File: src/rtl/gpio_sc_pkg.sv
package gpio_sc_pkg;
  // Byte offsets: software decodes these, so they are fixed.
  localparam int unsigned OFS_OUT_SET = 32'h00;
  localparam int unsigned OFS_OUT_CLR = 32'h10;
  localparam int unsigned OFS_OE_SET  = 32'h20;
  localparam int unsigned OFS_OE_CLR  = 32'h30;
  localparam int unsigned OFS_IN_LVL  = 32'h40;

  typedef enum logic [1:0] {
    RSEL_ZERO = 2'd0,
    RSEL_OUT  = 2'd1,
    RSEL_OE   = 2'd2,
    RSEL_IN   = 2'd3
  } rsel_e;
endpackage

File: src/rtl/gpio_sc_decode.sv
module gpio_sc_decode
  import gpio_sc_pkg::*;
#(
  parameter int AW = 8
) (
  input  logic [AW-1:0] addr,
  input  logic          we,
  output logic          wr_set_out,
  output logic          wr_clr_out,
  output logic          wr_set_oe,
  output logic          wr_clr_oe,
  output rsel_e         rsel
);
  logic hit_out_set, hit_out_clr, hit_oe_set, hit_oe_clr, hit_in;

  assign hit_out_set = (addr == AW'(OFS_OUT_SET));
  assign hit_out_clr = (addr == AW'(OFS_OUT_CLR));
  assign hit_oe_set  = (addr == AW'(OFS_OE_SET));
  assign hit_oe_clr  = (addr == AW'(OFS_OE_CLR));
  assign hit_in      = (addr == AW'(OFS_IN_LVL));

  assign wr_set_out = we && hit_out_set;
  assign wr_clr_out = we && hit_out_clr;
  assign wr_set_oe  = we && hit_oe_set;
  assign wr_clr_oe  = we && hit_oe_clr;

  always_comb begin
    if (hit_out_set || hit_out_clr)    rsel = RSEL_OUT;
    else if (hit_oe_set || hit_oe_clr) rsel = RSEL_OE;
    else if (hit_in)                   rsel = RSEL_IN;
    else                               rsel = RSEL_ZERO;
  end
endmodule

File: src/rtl/gpio_sc_maskreg.sv
module gpio_sc_maskreg #(
  parameter int W = 32
) (
  input  logic         clk,
  input  logic         rst_n,
  input  logic         set_stb,
  input  logic         clr_stb,
  input  logic [W-1:0] mask,
  output logic [W-1:0] q
);
  function automatic logic [W-1:0] next_val(input logic [W-1:0] cur,
                                            input logic [W-1:0] m,
                                            input logic s, input logic c);
    logic [W-1:0] r;
    r = cur;
    if (s) r = r | m;
    if (c) r = r & ~m;
    return r;
  endfunction

  always_ff @(posedge clk or negedge rst_n) begin
    if (!rst_n) q <= '0;
    else        q <= next_val(q, mask, set_stb, clr_stb);
  end
endmodule

File: src/rtl/gpio_sc_sync.sv
module gpio_sc_sync #(
  parameter int W      = 32,
  parameter int STAGES = 2
) (
  input  logic         clk,
  input  logic         rst_n,
  input  logic [W-1:0] d,
  output logic [W-1:0] q
);
  logic [W-1:0] chain [STAGES];

  generate
    for (genvar s = 0; s < STAGES; s++) begin : g_stage
      if (s == 0) begin : g_first
        always_ff @(posedge clk or negedge rst_n) begin
          if (!rst_n) chain[0] <= '0;
          else        chain[0] <= d;
        end
      end else begin : g_next
        always_ff @(posedge clk or negedge rst_n) begin
          if (!rst_n) chain[s] <= '0;
          else        chain[s] <= chain[s-1];
        end
      end
    end
  endgenerate

  assign q = chain[STAGES-1];
endmodule

File: src/rtl/gpio_setclr_bank.sv
module gpio_setclr_bank
  import gpio_sc_pkg::*;
#(
  parameter int NPINS   = 32,
  parameter int AW      = 8,
  parameter int SYNC_FF = 2
) (
  input  logic             clk,
  input  logic             rst_n,
  input  logic [AW-1:0]    bus_addr,
  input  logic [NPINS-1:0] bus_wdata,
  input  logic             bus_we,
  input  logic             bus_re,
  output logic [NPINS-1:0] bus_rdata,
  output logic [NPINS-1:0] pad_out,
  output logic [NPINS-1:0] pad_oe,
  input  logic [NPINS-1:0] pad_in
);
  // Named internal events, used by the bound checker.
  logic             wr_set_out, wr_clr_out, wr_set_oe, wr_clr_oe;
  rsel_e            rsel;
  logic [NPINS-1:0] in_sync;
  logic [NPINS-1:0] rd_mux;

  gpio_sc_decode #(.AW(AW)) u_dec (
    .addr       (bus_addr),
    .we         (bus_we),
    .wr_set_out (wr_set_out),
    .wr_clr_out (wr_clr_out),
    .wr_set_oe  (wr_set_oe),
    .wr_clr_oe  (wr_clr_oe),
    .rsel       (rsel)
  );

  gpio_sc_maskreg #(.W(NPINS)) u_out (
    .clk     (clk),
    .rst_n   (rst_n),
    .set_stb (wr_set_out),
    .clr_stb (wr_clr_out),
    .mask    (bus_wdata),
    .q       (pad_out)
  );

  gpio_sc_maskreg #(.W(NPINS)) u_oe (
    .clk     (clk),
    .rst_n   (rst_n),
    .set_stb (wr_set_oe),
    .clr_stb (wr_clr_oe),
    .mask    (bus_wdata),
    .q       (pad_oe)
  );

  gpio_sc_sync #(.W(NPINS), .STAGES(SYNC_FF)) u_sync (
    .clk   (clk),
    .rst_n (rst_n),
    .d     (pad_in),
    .q     (in_sync)
  );

  always_comb begin
    unique case (rsel)
      RSEL_OUT: rd_mux = pad_out;
      RSEL_OE:  rd_mux = pad_oe;
      RSEL_IN:  rd_mux = in_sync;
      default:  rd_mux = '0;
    endcase
  end

  always_ff @(posedge clk or negedge rst_n) begin
    if (!rst_n)      bus_rdata <= '0;
    else if (bus_re) bus_rdata <= rd_mux;
    else             bus_rdata <= '0;
  end
endmodule

File: config.mk
export PLATFORM = sky130hd
export DESIGN_NAME = gpio_setclr_bank
export DESIGN_NICKNAME = d
export VERILOG_FILES = /design/src/rtl/gpio_sc_pkg.sv /design/src/rtl/gpio_sc_decode.sv /design/src/rtl/gpio_sc_maskreg.sv /design/src/rtl/gpio_sc_sync.sv /design/src/rtl/gpio_setclr_bank.sv
export SDC_FILE = /design/constraint.sdc
export NUM_CORES = 1
export LEC_CHECK = 0
export BUFFER_PORTS_ARGS = -buffer_cell sky130_fd_sc_hd__buf_2
export CORE_UTILIZATION = 35
export DETAILED_ROUTE_END_ITERATION = 7
export GPL_TIMING_DRIVEN = 0
export PLACE_DENSITY = 0.61
export SYNTH_ARGS = -nofsm -noshare
export SYNTH_HDL_FRONTEND = slang
export SYNTH_SLANG_ARGS = --single-unit
export TNS_END_PERCENT = 50
File: constraint.sdc
create_clock -name clk -period 1.2 [get_ports clk]
set_clock_uncertainty 0.1 [all_clocks]
set_input_delay 0.12 -clock clk [delete_from_list [all_inputs] [get_ports clk]]
set_output_delay 0.12 -clock clk [all_outputs]
set_load 0.005 [all_outputs]
======== Word-level counts from Yosys, hierarchy flattened ========
Cells that the tools add are included.
operators by class
  equality and inequality tests ........... 7
  multiplexer cells ....................... 9
  bitwise logic cells ..................... 5
  reduce and logical (&&, ||, !) cells .... 7
operator list
  cell                                                             number
  32-bit two-way mux                                               5
  32-bit one-hot mux with 3 select lines                           1
  32-bit bitwise AND                                               2
  32-bit bitwise OR                                                2
  32-bit inverter                                                  1
  8-bit by 6-bit == test with 1-bit output, second input constant  2
  8-bit by 5-bit == test with 1-bit output, second input constant  1
  8-bit by 7-bit == test with 1-bit output, second input constant  1
  8-bit zero test                                                  1
  2-bit two-way mux                                                3
  2-bit == test, second input constant                             2
  1-bit logical AND                                                4
  2-bit by 1-bit == test with 1-bit output, second input constant  1
  1-bit logical OR                                                 2
word-level totals
  register bits after elaboration ......... 160
  bits of input ports ..................... 76
  output and inout bits ................... 96

======== Logic depth before layout (Yosys ltp) ========
  word-level depth ........................ 7
  depth in mapped cells ................... 5
  mapped depth without buffers ............ 3

======== Cells and area by module ========
A second synthesis with hierarchy kept.
second synthesis, totals
  cell total of the unflattened synthesis .. 460
  area, all modules ....................... 5954.5 sq um
modules (own cells, without submodules)
  module            instances  cells an instance  area an instance (sq um)  sequential area each (sq um)
  gpio_sc_maskreg   2          102                1169.9                    800.8
  gpio_sc_sync      1          96                 1841.8                    1601.5
  gpio_setclr_bank  1          146                1664.1                    800.8
  gpio_sc_decode    1          14                 108.9                     0.0

======== Least setup slack after synthesis ========
Ideal clock, no wire load.
  path kind ............................... input to register
  from .................................... in bus_addr[0]
  to ...................................... reg (tool-made name)
  library setup time ...................... 0.137 ns
  arrival time ............................ 0.933 ns
  data required time ...................... 0.963 ns
  path slack .............................. 0.030 ns
  stages .................................. 5
  buffers on the path ..................... 2
  cell sequence ........................... nor4b_2 -> buf_4 -> buf_4 -> nand4_1 -> mux2i_1
RTL lines
  element             RTL line                RTL
  start: declaration  gpio_setclr_bank.sv:10  input logic [AW-1:0] bus_addr,

==> key figures <==
GRT
  – First-pass GRT wire length: 29,000 um
  – Total gr overflow: 0
  – Initial antenna violation count: 0
  – GRT Util Overall: 19.6%
  – Vias in the first global route: 5,260
  – Largest net degree at the start of global routing: between 80 and 90

Layout
  – Layout area overhead: 38.9%
  – Final #Nets: 915
  – Final non-filler cell total: 1,086
  – Commonest non-fill, non-tap cell in the layout: buf_2
  – Commonest cells after routing, fill and taps aside: buf_2, dfrtp_1, inv_1, mux2i_1, dlygate4sd3_1
  – # diodes: 0
  – Fillcell total: 1,683
  – Share of cells above drive strength 1: 33.6%

Timing
  – Rel. slew slack: 55.5%
  – Pins Over Slew Limit: 0
  – Min Tclk post-route: ~1200 ps
  – Unrepaired setup endpoints after global routing: yes
  – Min Hold Slack: -441 ps
  – Final hold violations: 83
  – Peak Freq: just over 800 MHz
  – Worst Tran Pin Value: 668 ps
  – Crit share post-route: 101%
  – PnR worst setup slack: -9.41 ps
  – Setup TNS: -13.2 ps
  – Setup violators final: 2

Clock tree
  – Clk Tree Root Cell: clkbuf_16
  – CTS tree: done
  – H-tree levels: 4
  – CTS Buffer Depth: 2
  – Reg clk slew, reported paths: 70 ps
  – Cts hold-fix bufs: 64
  – Clk Latency, worst-skew pair: between 400 and 500 ps
  – TritonCTS Buffers: 17
  – Sink Count: between 150 and 200

Run status
  – Status: complete, but fails checks
  – Failing checks: hold timing, setup timing

Placement
  – GPL Wtd Cong: approximately 0.76
  – DP HPWL: 12,300 um
  – Placed insts: 969
  – Port Buffer Count: between 150 and 200

Run
  – Max-Cap Viols: 0

Routing
  – Routed Wire Length: 18,400 um
  – Routed Antenna Nets: 0
  – Via density: 4.67
  – Detailed-route via count: 5,073
  – DRC: 0
  – Initial DRC Count: 290
  – WL per Instance: 16.9 um
  – Drt pass-1 iters: 4

Synthesis
  – Syn avg cell area: 11.8 sq um
  – Mapped Area: 6660 sq um
  – FF+latch count, synth: 160
  – Yosys cell types: 23
  – Dominant synthesized flop cell: dfrtp_1
  – Post-synth ARST share: 100%
  – Syn_nets: around 640
  – Post-synthesis cell count: 563
  – Sequential area share after synthesis: around three fifths
  – Yosys synthesis warning count: 0
  – Post-synth EDFFs: 0

Hold path
  – Hold Path Class: in2async

Setup path
  – Slowest-stage cell, CP: dfrtp_1
  – Crit path required time: 980 ps
  – Setup crit start kind: flop
  – CP Data Arrival Time: 990 ps
  – Family with the most delay on the worst path: flip-flops
  – Setup crit end kind: output pin
  – CP Cell Sequence: buf_2
  – Max FO, Critical Path: 3
  – CP Class: reg2out
  – Max incr delay on CP: 420 ps
  – Worst path bufs/invs: 1

Pwr
  – Power Density: 1320 nW/um^2
  – VDD IR-drop max: 1.05 mV
  – Power Total: 12,200 uW
  – Lkg Pwr: 0.00491 uW

Die
  – # rows: 50
  – Die width: 140 um
  – Initial core utilization: 35.6%
  – CORE AREA: ~19,000 sq um
  – Die area: 19,600 sq um
  – Num ports: 172
  – Die Span Y: 140 um
## layout make-up
| class | instances | area (sq um) | area share [%] |
|---|---|---|---|
| clock buffers | 19 | 453 | 4.90 |
| inverters | 64 | 240 | 2.60 |
| plain buffers | 44 | 239 | 2.58 |
| repair buffers | 257 | 1700 | 18.4 |
| well taps | 234 | 293 | 3.17 |
| flip-flops and latches | 160 | 4000 | 43.3 |
| multi-input cells | 295 | 2190 | 23.7 |
| clock inverters | 13 | 126 | 1.37 |
## final timing paths
| kind | from | to | slack, ps | cells past startpoint |
|---|---|---|---|---|
| setup / recovery | flop | pad_oe[26] | -9 | 1 |
| hold / removal | rst_n | u_sync.q[8]$_DFF_PN0_ | -440 | 1 |
| setup reg to reg | flop | bus_rdata[19]$_DFF_PN0_ | 180 | 4 |
| hold reg to reg | u_sync.chain[42]$_DFF_PN0_ | u_sync.q[10]$_DFF_PN0_ | 240 | 0 |
| max in group asynchronous | rst_n | u_sync.q[25]$_DFF_PN0_ | 620 | 2 |
| min in group clk | bus_re | bus_rdata[31]$_DFF_PN0_ | 30 | 3 |
## per-layer routing
layer	up-vias	routed length (um)	track usage [%]
met5	-	0	0
met2	150	8530	30.7
met4	0	429	8.21
li1	2422	-	-
met3	25	817	4.79
met1	2476	8600	26.1
## cell families (layout without fill, tap and decap cells)
kind of cell / count (synthesis) / count (layout) / share of synthesized area, %
compound gates: 65 / 65 / 6.09
buf+inv: 108 / 397 / 7.06
flops: 160 / 160 / 60.1
mux: 64 / 64 / 9.62
simple gates: 166 / 166 / 17.1
## cells in the mapped netlist, drive strengths merged, types with 2 or more instances
master | count | area, sq um
dfrtp | 160 | 4000
inv | 64 | 240
mux2i | 64 | 641
a21o | 32 | 240
a21oi | 32 | 160
nand2 | 32 | 120
nand2b | 32 | 200
nand3 | 32 | 310
nand3b | 32 | 240
nand4 | 32 | 200
buf | 28 | 170
clkbuf | 16 | 60.1
nor4 | 2 | 27.5
## power by group
part | switching, uW | internal, uW
Sequential | 120 | 5610
Clock | 2310 | 3010
Combinational | 634 | 570
## timing repair
item,CTS,global route
hold endpoints to repair,179,83
setup endpoints to repair,94,85
setup buffers,8,13
pin swaps,0,1
gates cloned,0,0
resized for setup,4,7
## stage by stage
stage	setup slack [ps]	instance area, sq um	utilization (%)
global route	-64.4	9250	49.5
finish	-9.41	9250	49.5
global placement	-2560	7810	41.7
CTS	-19.9	9140	48.8
floorplan	30.2	6660	-
detailed placement	-568	7850	41.9
(Power assumes the default switching activity.)
